### src/rtl/irq_pkg.sv
package irq_pkg;
    localparam int NUM_SRC      = 12;
    localparam int CAUSE_BITS   = 13;
    localparam int BIT_RX_LVL   = 2;
    localparam int BIT_TX_LVL   = 4;
    localparam int BIT_ABORT    = 6;
    localparam int BIT_STOP     = 9;
    localparam logic [NUM_SRC-1:0] LEVEL_BITS =
        NUM_SRC'((1 << BIT_RX_LVL) | (1 << BIT_TX_LVL));
    localparam logic [NUM_SRC-1:0] RESET_MASK =
        NUM_SRC'((1 << BIT_RX_LVL) | (1 << BIT_TX_LVL) | (1 << BIT_ABORT) | (1 << BIT_STOP));
    localparam int A_MASK       = 'h00;
    localparam int A_RAW        = 'h01;
    localparam int A_MASKED     = 'h02;
    localparam int A_CAUSE      = 'h03;
    localparam int A_CLR_ALL    = 'h04;
    localparam int A_CLR_BASE   = 'h10;
endpackage

### src/rtl/irq_clr_decode.sv
module irq_clr_decode
    import irq_pkg::*;
#(
    parameter int NSRC   = NUM_SRC,
    parameter int ADDR_W = 6
) (
    input  logic              rd_en_i,
    input  logic [ADDR_W-1:0] addr_i,
    output logic [NSRC-1:0]   clr_o,
    output logic              clr_all_o
);
    always_comb begin
        clr_all_o = rd_en_i && (addr_i == ADDR_W'(A_CLR_ALL));
    end

    for (genvar i = 0; i < NSRC; i++) begin : g_clr
        assign clr_o[i] = clr_all_o || (rd_en_i && (addr_i == ADDR_W'(A_CLR_BASE + i)));
    end
endmodule

### src/rtl/irq_status_bits.sv
module irq_status_bits
    import irq_pkg::*;
#(
    parameter int NSRC = NUM_SRC,
    parameter logic [NSRC-1:0] LEVEL_MAP = LEVEL_BITS
) (
    input  logic            clk,
    input  logic            rst_n,
    input  logic [NSRC-1:0] evt_i,
    input  logic [NSRC-1:0] lvl_i,
    input  logic [NSRC-1:0] clr_i,
    output logic [NSRC-1:0] raw_o
);
    logic [NSRC-1:0] sticky_d, sticky_q;

    for (genvar i = 0; i < NSRC; i++) begin : g_bit
        if (LEVEL_MAP[i]) begin : g_level
            assign sticky_d[i] = 1'b0;
            assign raw_o[i]    = lvl_i[i];
        end else begin : g_sticky
            // pulse wins over a clear in the same cycle
            assign sticky_d[i] = evt_i[i] | (sticky_q[i] & ~clr_i[i]);
            assign raw_o[i]    = sticky_q[i];

            a_r9_event_wins: assert property (@(posedge clk) disable iff (!rst_n)
                evt_i[i] |=> raw_o[i]);
            a_r6_clear_drops: assert property (@(posedge clk) disable iff (!rst_n)
                (clr_i[i] && !evt_i[i]) |=> !raw_o[i]);
            a_r2_sticky_holds: assert property (@(posedge clk) disable iff (!rst_n)
                (raw_o[i] && !clr_i[i]) |=> raw_o[i]);
        end
    end

    always_ff @(posedge clk) begin
        if (!rst_n) sticky_q <= '0;
        else        sticky_q <= sticky_d;
    end
endmodule

### src/rtl/irq_status_ctrl.sv
module irq_status_ctrl
    import irq_pkg::*;
#(
    parameter int NSRC    = NUM_SRC,
    parameter int CAUSE_W = CAUSE_BITS,
    parameter int ADDR_W  = 6,
    parameter int DATA_W  = 16
) (
    input  logic               clk,
    input  logic               rst_n,
    input  logic               wr_en_i,
    input  logic               rd_en_i,
    input  logic [ADDR_W-1:0]  addr_i,
    input  logic [DATA_W-1:0]  wdata_i,
    output logic [DATA_W-1:0]  rdata_o,
    input  logic [NSRC-1:0]    evt_i,
    input  logic               rx_thr_i,
    input  logic               tx_thr_i,
    input  logic [CAUSE_W-1:0] cause_i,
    output logic               irq_o
);
    typedef struct packed {
        logic [NSRC-1:0]    mask;
        logic [CAUSE_W-1:0] cause;
    } ctrl_t;

    ctrl_t           st_d, st_q;
    logic [NSRC-1:0] clr_vec;
    logic            clr_all;
    logic [NSRC-1:0] lvl_vec;
    logic [NSRC-1:0] raw;
    logic [NSRC-1:0] masked;
    logic            abort_evt;
    logic            abort_clr;

    always_comb begin
        lvl_vec             = '0;
        lvl_vec[BIT_RX_LVL] = rx_thr_i;
        lvl_vec[BIT_TX_LVL] = tx_thr_i;
    end

    irq_clr_decode #(.NSRC(NSRC), .ADDR_W(ADDR_W)) i_decode (
        .rd_en_i  (rd_en_i),
        .addr_i   (addr_i),
        .clr_o    (clr_vec),
        .clr_all_o(clr_all)
    );

    irq_status_bits #(.NSRC(NSRC), .LEVEL_MAP(LEVEL_BITS)) i_bits (
        .clk  (clk),
        .rst_n(rst_n),
        .evt_i(evt_i),
        .lvl_i(lvl_vec),
        .clr_i(clr_vec),
        .raw_o(raw)
    );

    assign abort_evt = evt_i[BIT_ABORT];
    assign abort_clr = clr_vec[BIT_ABORT];
    assign masked    = raw & st_q.mask;
    assign irq_o     = |masked;

    always_comb begin
        st_d = st_q;
        if (wr_en_i && (addr_i == ADDR_W'(A_MASK)))
            st_d.mask = wdata_i[NSRC-1:0];
        st_d.cause = (abort_clr ? '0 : st_q.cause) | (abort_evt ? cause_i : '0);
    end

    always_ff @(posedge clk) begin
        if (!rst_n) begin
            st_q.mask  <= RESET_MASK;
            st_q.cause <= '0;
        end else begin
            st_q <= st_d;
        end
    end

    always_comb begin
        rdata_o = '0;
        if (rd_en_i) begin
            if (addr_i == ADDR_W'(A_MASK))        rdata_o = DATA_W'(st_q.mask);
            else if (addr_i == ADDR_W'(A_RAW))    rdata_o = DATA_W'(raw);
            else if (addr_i == ADDR_W'(A_MASKED)) rdata_o = DATA_W'(masked);
            else if (addr_i == ADDR_W'(A_CAUSE))  rdata_o = DATA_W'(st_q.cause);
        end
    end

    a_r8_cause_wiped: assert property (@(posedge clk) disable iff (!rst_n)
        (abort_clr && !abort_evt) |=> (st_q.cause == '0));
    a_r8_cause_captured: assert property (@(posedge clk) disable iff (!rst_n)
        abort_evt |=> ((st_q.cause & $past(cause_i)) == $past(cause_i)));
    a_r10_irq_quiet: assert property (@(posedge clk) disable iff (!rst_n)
        ((raw & st_q.mask) == '0) |-> !irq_o);
    a_r7_clear_all: assert property (@(posedge clk) disable iff (!rst_n)
        (clr_all && (evt_i == '0)) |=> ((raw & ~LEVEL_BITS) == '0));
    a_r4_mask_stable: assert property (@(posedge clk) disable iff (!rst_n)
        !wr_en_i |=> $stable(st_q.mask));
endmodule

### config.mk
export PLATFORM = sky130hd
export DESIGN_NAME = irq_status_ctrl
export DESIGN_NICKNAME = d
export VERILOG_FILES = /design/src/rtl/irq_pkg.sv /design/src/rtl/irq_clr_decode.sv /design/src/rtl/irq_status_bits.sv /design/src/rtl/irq_status_ctrl.sv
export SDC_FILE = /design/constraint.sdc
export NUM_CORES = 1
export LEC_CHECK = 0
export CORE_MARGIN = 2
export CORE_UTILIZATION = 28
export CTS_CLUSTER_SIZE = 14
export DETAILED_ROUTE_END_ITERATION = 10
export DONT_BUFFER_PORTS = 1
export GPL_TIMING_DRIVEN = 1
export PLACE_DENSITY = 0.42
export SLEW_MARGIN = 10
export SYNTH_ARGS = -nofsm -noshare
export SYNTH_HDL_FRONTEND = slang
export SYNTH_SLANG_ARGS = --single-unit
### constraint.sdc
create_clock -name clk -period 4.4 [get_ports clk]
set_clock_uncertainty 0.15 [all_clocks]
set_input_delay 0.88 -clock clk [delete_from_list [all_inputs] [get_ports clk]]
set_output_delay 0.88 -clock clk [all_outputs]
set_load 0.005 [all_outputs]
# Word-level counts from Yosys, hierarchy flattened
# Cells that the tools add are included.
[op_classes]
addsub = 0
n_mul = 0
div = 0
n_lt_le_gt_ge = 0
n_eq_ne = 14
shifts = 0
mux = 7
n_bitwise = 32
reduce_logical = 24
[ops]
columns = ["op", "n"]
rows = [
  ["$mux W13", 7],
  ["$eq A6 B5 Y1 const B", 10],
  ["$or A13 B13 Y13", 1],
  ["$and A12 B12 Y12", 1],
  ["$eq A6 B2 Y1 const B", 2],
  ["$logic_and A1 B1 Y1", 12],
  ["$reduce_or A12 Y1", 1],
  ["$and A1 B1 Y1", 10],
  ["$logic_or A1 B1 Y1", 10],
  ["$not A1 Y1", 10],
  ["$or A1 B1 Y1", 10],
  ["$eq A6 B1 Y1 const B", 1],
  ["$eq A6 B3 Y1 const B", 1],
  ["$logic_not A6 Y1", 1],
]
[word_totals]
regBits = 35
latch_bits = 0
ramBits = 0
rom_bits = 0
in_bits = 53
out_inout_bits = 17
elab_cells = 80
mem_count = 0

# Longest topological paths before layout
[depth]
depth_word = 6
mapped_depth = 5
ltp_nobuf = 3

# Modules after synthesis
# Synthesis repeated with hierarchy kept, for this count alone.
[hier_totals]
cells_unflattened = 240
hier_area_um2 = 2073.2
[modules_own_cells]
columns = ["mod", "instances", "cells_per_inst", "area_per_inst_um2", "seq_area_each_um2"]
rows = [
  ["irq_status_ctrl", 1, 183, 1560.2, 500.5],
  ["irq_status_bits", 1, 33, 364.1, 200.2],
  ["irq_clr_decode", 1, 24, 148.9, 0.0],
]

# Worst setup path before layout
# OpenSTA, ideal clock, no wires.
[synth_timing]
kind = "input-to-output"
from = "input port addr_i[3]"
to = "output port rdata_o[10]"
arrival_time_ns = 2.103
required_time_ns = 3.370
path_slack_ns = 1.267
cell_stages = 4
n_path_buf = 1
cell_sequence = "or4_4 > or3_4 > buf_6 > o211a_1"
[synth_via]
elab_chain_cells = 6
elab_cells_between_ends = 9
classes_between = "eq/ne: 3; mux: 5; reduce/logical: 1"
[synth_lines]
columns = ["item", "line", "text"]
rows = [
  ["start, declared", "irq_status_ctrl.sv:13", "input logic [ADDR_W-1:0] addr_i,"],
  ["$eq A6 B2 Y1", "irq_status_ctrl.sv:85", "else if (addr_i == ADDR_W'(A_CAUSE)) rdata_o = DATA_W'(st_q.cause);"],
  ["$mux W13", "irq_status_ctrl.sv:85", ""],
  ["$mux W13", "irq_status_ctrl.sv:84", "else if (addr_i == ADDR_W'(A_MASKED)) rdata_o = DATA_W'(masked);"],
  ["$mux W13", "irq_status_ctrl.sv:83", "else if (addr_i == ADDR_W'(A_RAW)) rdata_o = DATA_W'(raw);"],
  ["$mux W13 *", "irq_status_ctrl.sv:82", "if (addr_i == ADDR_W'(A_MASK)) rdata_o = DATA_W'(st_q.mask);"],
  ["$mux W13 *", "irq_status_ctrl.sv:81", "if (rd_en_i) begin"],
  ["end, declared", "irq_status_ctrl.sv:15", "output logic [DATA_W-1:0] rdata_o,"],
]
# Mark *: on every way between the ends. The rest lies on a longest branch, timed or not.

# Final worst setup path
[layout_timing]
from = "input port addr_i[3]"
to = "output port rdata_o[2]"
# Same word-level chain as after synthesis.

==> metrics.cfg <==
[run_status]
status = finished clean

[run]
drv_cap = 0

[yosys]
synth_top_area_share_pct = 35.2
synth_cell_types = 35
synth_warnings = 0
syn_area_um2 = 1990
yosys-top-cells-area = dfxtp_1 35%, nand2_1 9.4%, o211a_1 6.0%
ys_seq_area_share_pct = 35.2
yosys.area.top_type = dfxtp_1
avgSynthCellArea_um2 = 8.02
syn_inst = 248
ys_seq_elements = 35

[clock_tree]
post_cts_buffers = 0
htree_levels = 2
ctsLongestPathBuffers = 2
clock-sinks = 35
cts_tree = yes
cts_hold_buf = 0
clk_pin_slew_ps = 80
cts_root_buffer = clkbuf_8
clk_latency_ps = 280
cts_resized = 0
cts_buffers = 5

[critical_path]
crit_arrival_ps = 2220
cp_top_family = simple AND/OR/NAND/NOR gates
worstSetupPathType = in -> out
cp_max_fo = 12
crit_path_cell_trace = or4_4, or3_4, o211a_1
max_stage_delay_ps = 610
cpMaxStageDelayCell = or4_4
end_kind = output pin
crit_path_start_kind = input pin
cp.required_ps = 3370
path_buf_inv = 0

[power]
p_per_area_nw_per_um2 = 310
vdd_drop_max_v = 0.000157
leakagePower_nw = 0.796

[routing]
vias = 1732
wirelength_um = 5960
initialDrtViolationCount = 72
drc = 0
detail-route-antenna-nets = 0
vias_per_cell = 5.20
firstDrtPassIters = 4
wl_per_cell_um = 17.9

[grt]
grt_pass1_vias = 1636
track_usage_pct = 15.7
grt_overflow_total = 0
antenna_found_initial = 0
grt_max_degree = 44
grt_pass1_wl_um = 9010

[sta]
relSlewSlack_pct = 58.6
fmax_mhz = 307
fin_crit_ps = 3250
rsz0062_at_grt = false
period_share_pct = 74.0
finalSetupTns_ps = 0
hold_viol = 0
tightestPinTransition_ps = 621
slew_violations = 0
finalSetupViolCount = 0

[place]
hpwlAfterDp_um = 4270
place_congestion = 0.765
io_buffer_count = 0

[finish]
fill_cells = 750
fin_util_pct = 31.1
drive_above_1_share_pct = 7.59
area_delta_synth_final_pct = 6.80
antenna_cells = 0
multi_input_area_um2 = 1160
nets = 290
ff_latch_area_um2 = 701

[floorplan]
core-area_um2 = 6830
die_w_um = 88.3
die_h_um = 88.3
die_area_um2 = 7790
rows = 30
start_util_pct = 29.1
ios = 70

[min_path]
min_path_type = reg -> reg

where the power goes:
group	internal (mW)	leakage (nW)	total [mW]	switching [mW]
sequential	0.334	0.289	0.349	0.0146
clock	0.123	0.0470	0.242	0.119
combinational	0.0327	0.461	0.0684	0.0357
flip-flops by register name (all words and copies together) (netlist names):
name / flops
st_q: 25
i_bits.sticky_q: 10
area by class of cell:
type | instances | area share (%)
Clock inverter | 1 | 0.236
Multi-Input combinational cell | 184 | 54.7
Inverter | 8 | 1.41
Sequential cell | 35 | 33.0
Clock buffer | 6 | 3.89
Tap cell | 96 | 5.66
Timing Repair Buffer | 3 | 1.06
path summary, 6_finish.rpt:
kind | startpoint | end | slack, ps | depth (start not counted)
setup reg to reg | st_q[8] | st_q[8] | 3480 | 2
hold reg to reg | st_q[23] | st_q[23] | 340 | 2
setup / recovery | addr_i[3] | rdata_o[2] | 1150 | 3
hold / removal | st_q[23] | st_q[23] | 340 | 2
metal layers:
layer | vias up | track usage [%] | wire length [um]
li1 | 894 | - | -
met5 | - | 0 | 0
met4 | 0 | 2.89 | 29
met3 | 2 | 6.44 | 434
met2 | 45 | 24.1 | 2760
met1 | 791 | 21.0 | 2730
cell usage in the layout (no fill, tap or decap), types with 2 or more instances in the layout:
| cell | count |
|---|---|
| a21oi_1 | 13 |
| a311oi_1 | 13 |
| buf_4 | 3 |
| clkbuf_8 | 6 |
| conb_1 | 3 |
| dfxtp_1 | 35 |
| inv_1 | 8 |
| mux2i_1 | 8 |
| nand2_1 | 50 |
| nand2b_1 | 2 |
| nand3_1 | 13 |
| nand3b_1 | 2 |
| nand4_1 | 3 |
| nor2b_1 | 12 |
| o211a_1 | 12 |
| o21ai_0 | 21 |
| o221ai_1 | 12 |
| o311ai_0 | 4 |
| o31ai_1 | 2 |
| or3b_2 | 2 |
worst reg2reg max path, delay by kind of cell, from the launching register on:
family / cells / cell delay, ps
flip-flops: 1 / 370
AO/OA/AOI/OAI: 2 / 310
synthesized netlist by cell type (all sizes together):
master and count:
nand2 50, nor2b 12, nand4bb 1, clkbuf 15, o211a 12, a21oi 13, o21ai 21, conb 1
nor3 1, nor2 2, or3b 2, or3 2, nand2b 2, nand4 3, nand3b 2, or4 1
o31ai 2, mux2i 8, nand3 13, o311ai 4, a31oi 1, nor4 1, xnor2 1, or4b 1
inv 8, a311oi 13, o221ai 12, o41ai 1, buf 8, dfxtp 35
logic make-up after synthesis:
| family | Yosys count | synth area share, % |
|---|---|---|
| AO/OA/AOI/OAI | 79 | 29.8 |
| buffers and inverters | 31 | 6.98 |
| multiplexers | 8 | 4.03 |
| flip-flops | 35 | 35.2 |
| AND/OR/NAND/NOR | 93 | 23.3 |
| XOR/XNOR | 1 | 0.441 |
| other | 1 | 0.189 |
per-stage QoR:
step | std cells | setup slack [ps] | hold WS (ps) | area [um2] | total power [mW]
2_1_floorplan | 250 | 1270 | 298 | 2000 | 0.420
3_3_place_gp | 326 | 1160 | 318 | 2040 | 0.425
3_5_place_dp | 326 | 1160 | 324 | 2040 | 0.425
4_1_cts | 333 | 1150 | 334 | 2120 | 0.668
5_1_grt | 333 | 1120 | 347 | 2120 | 0.695
6_report | 333 | 1150 | 336 | 2120 | 0.659
Power figures use the tool's default switching activity.
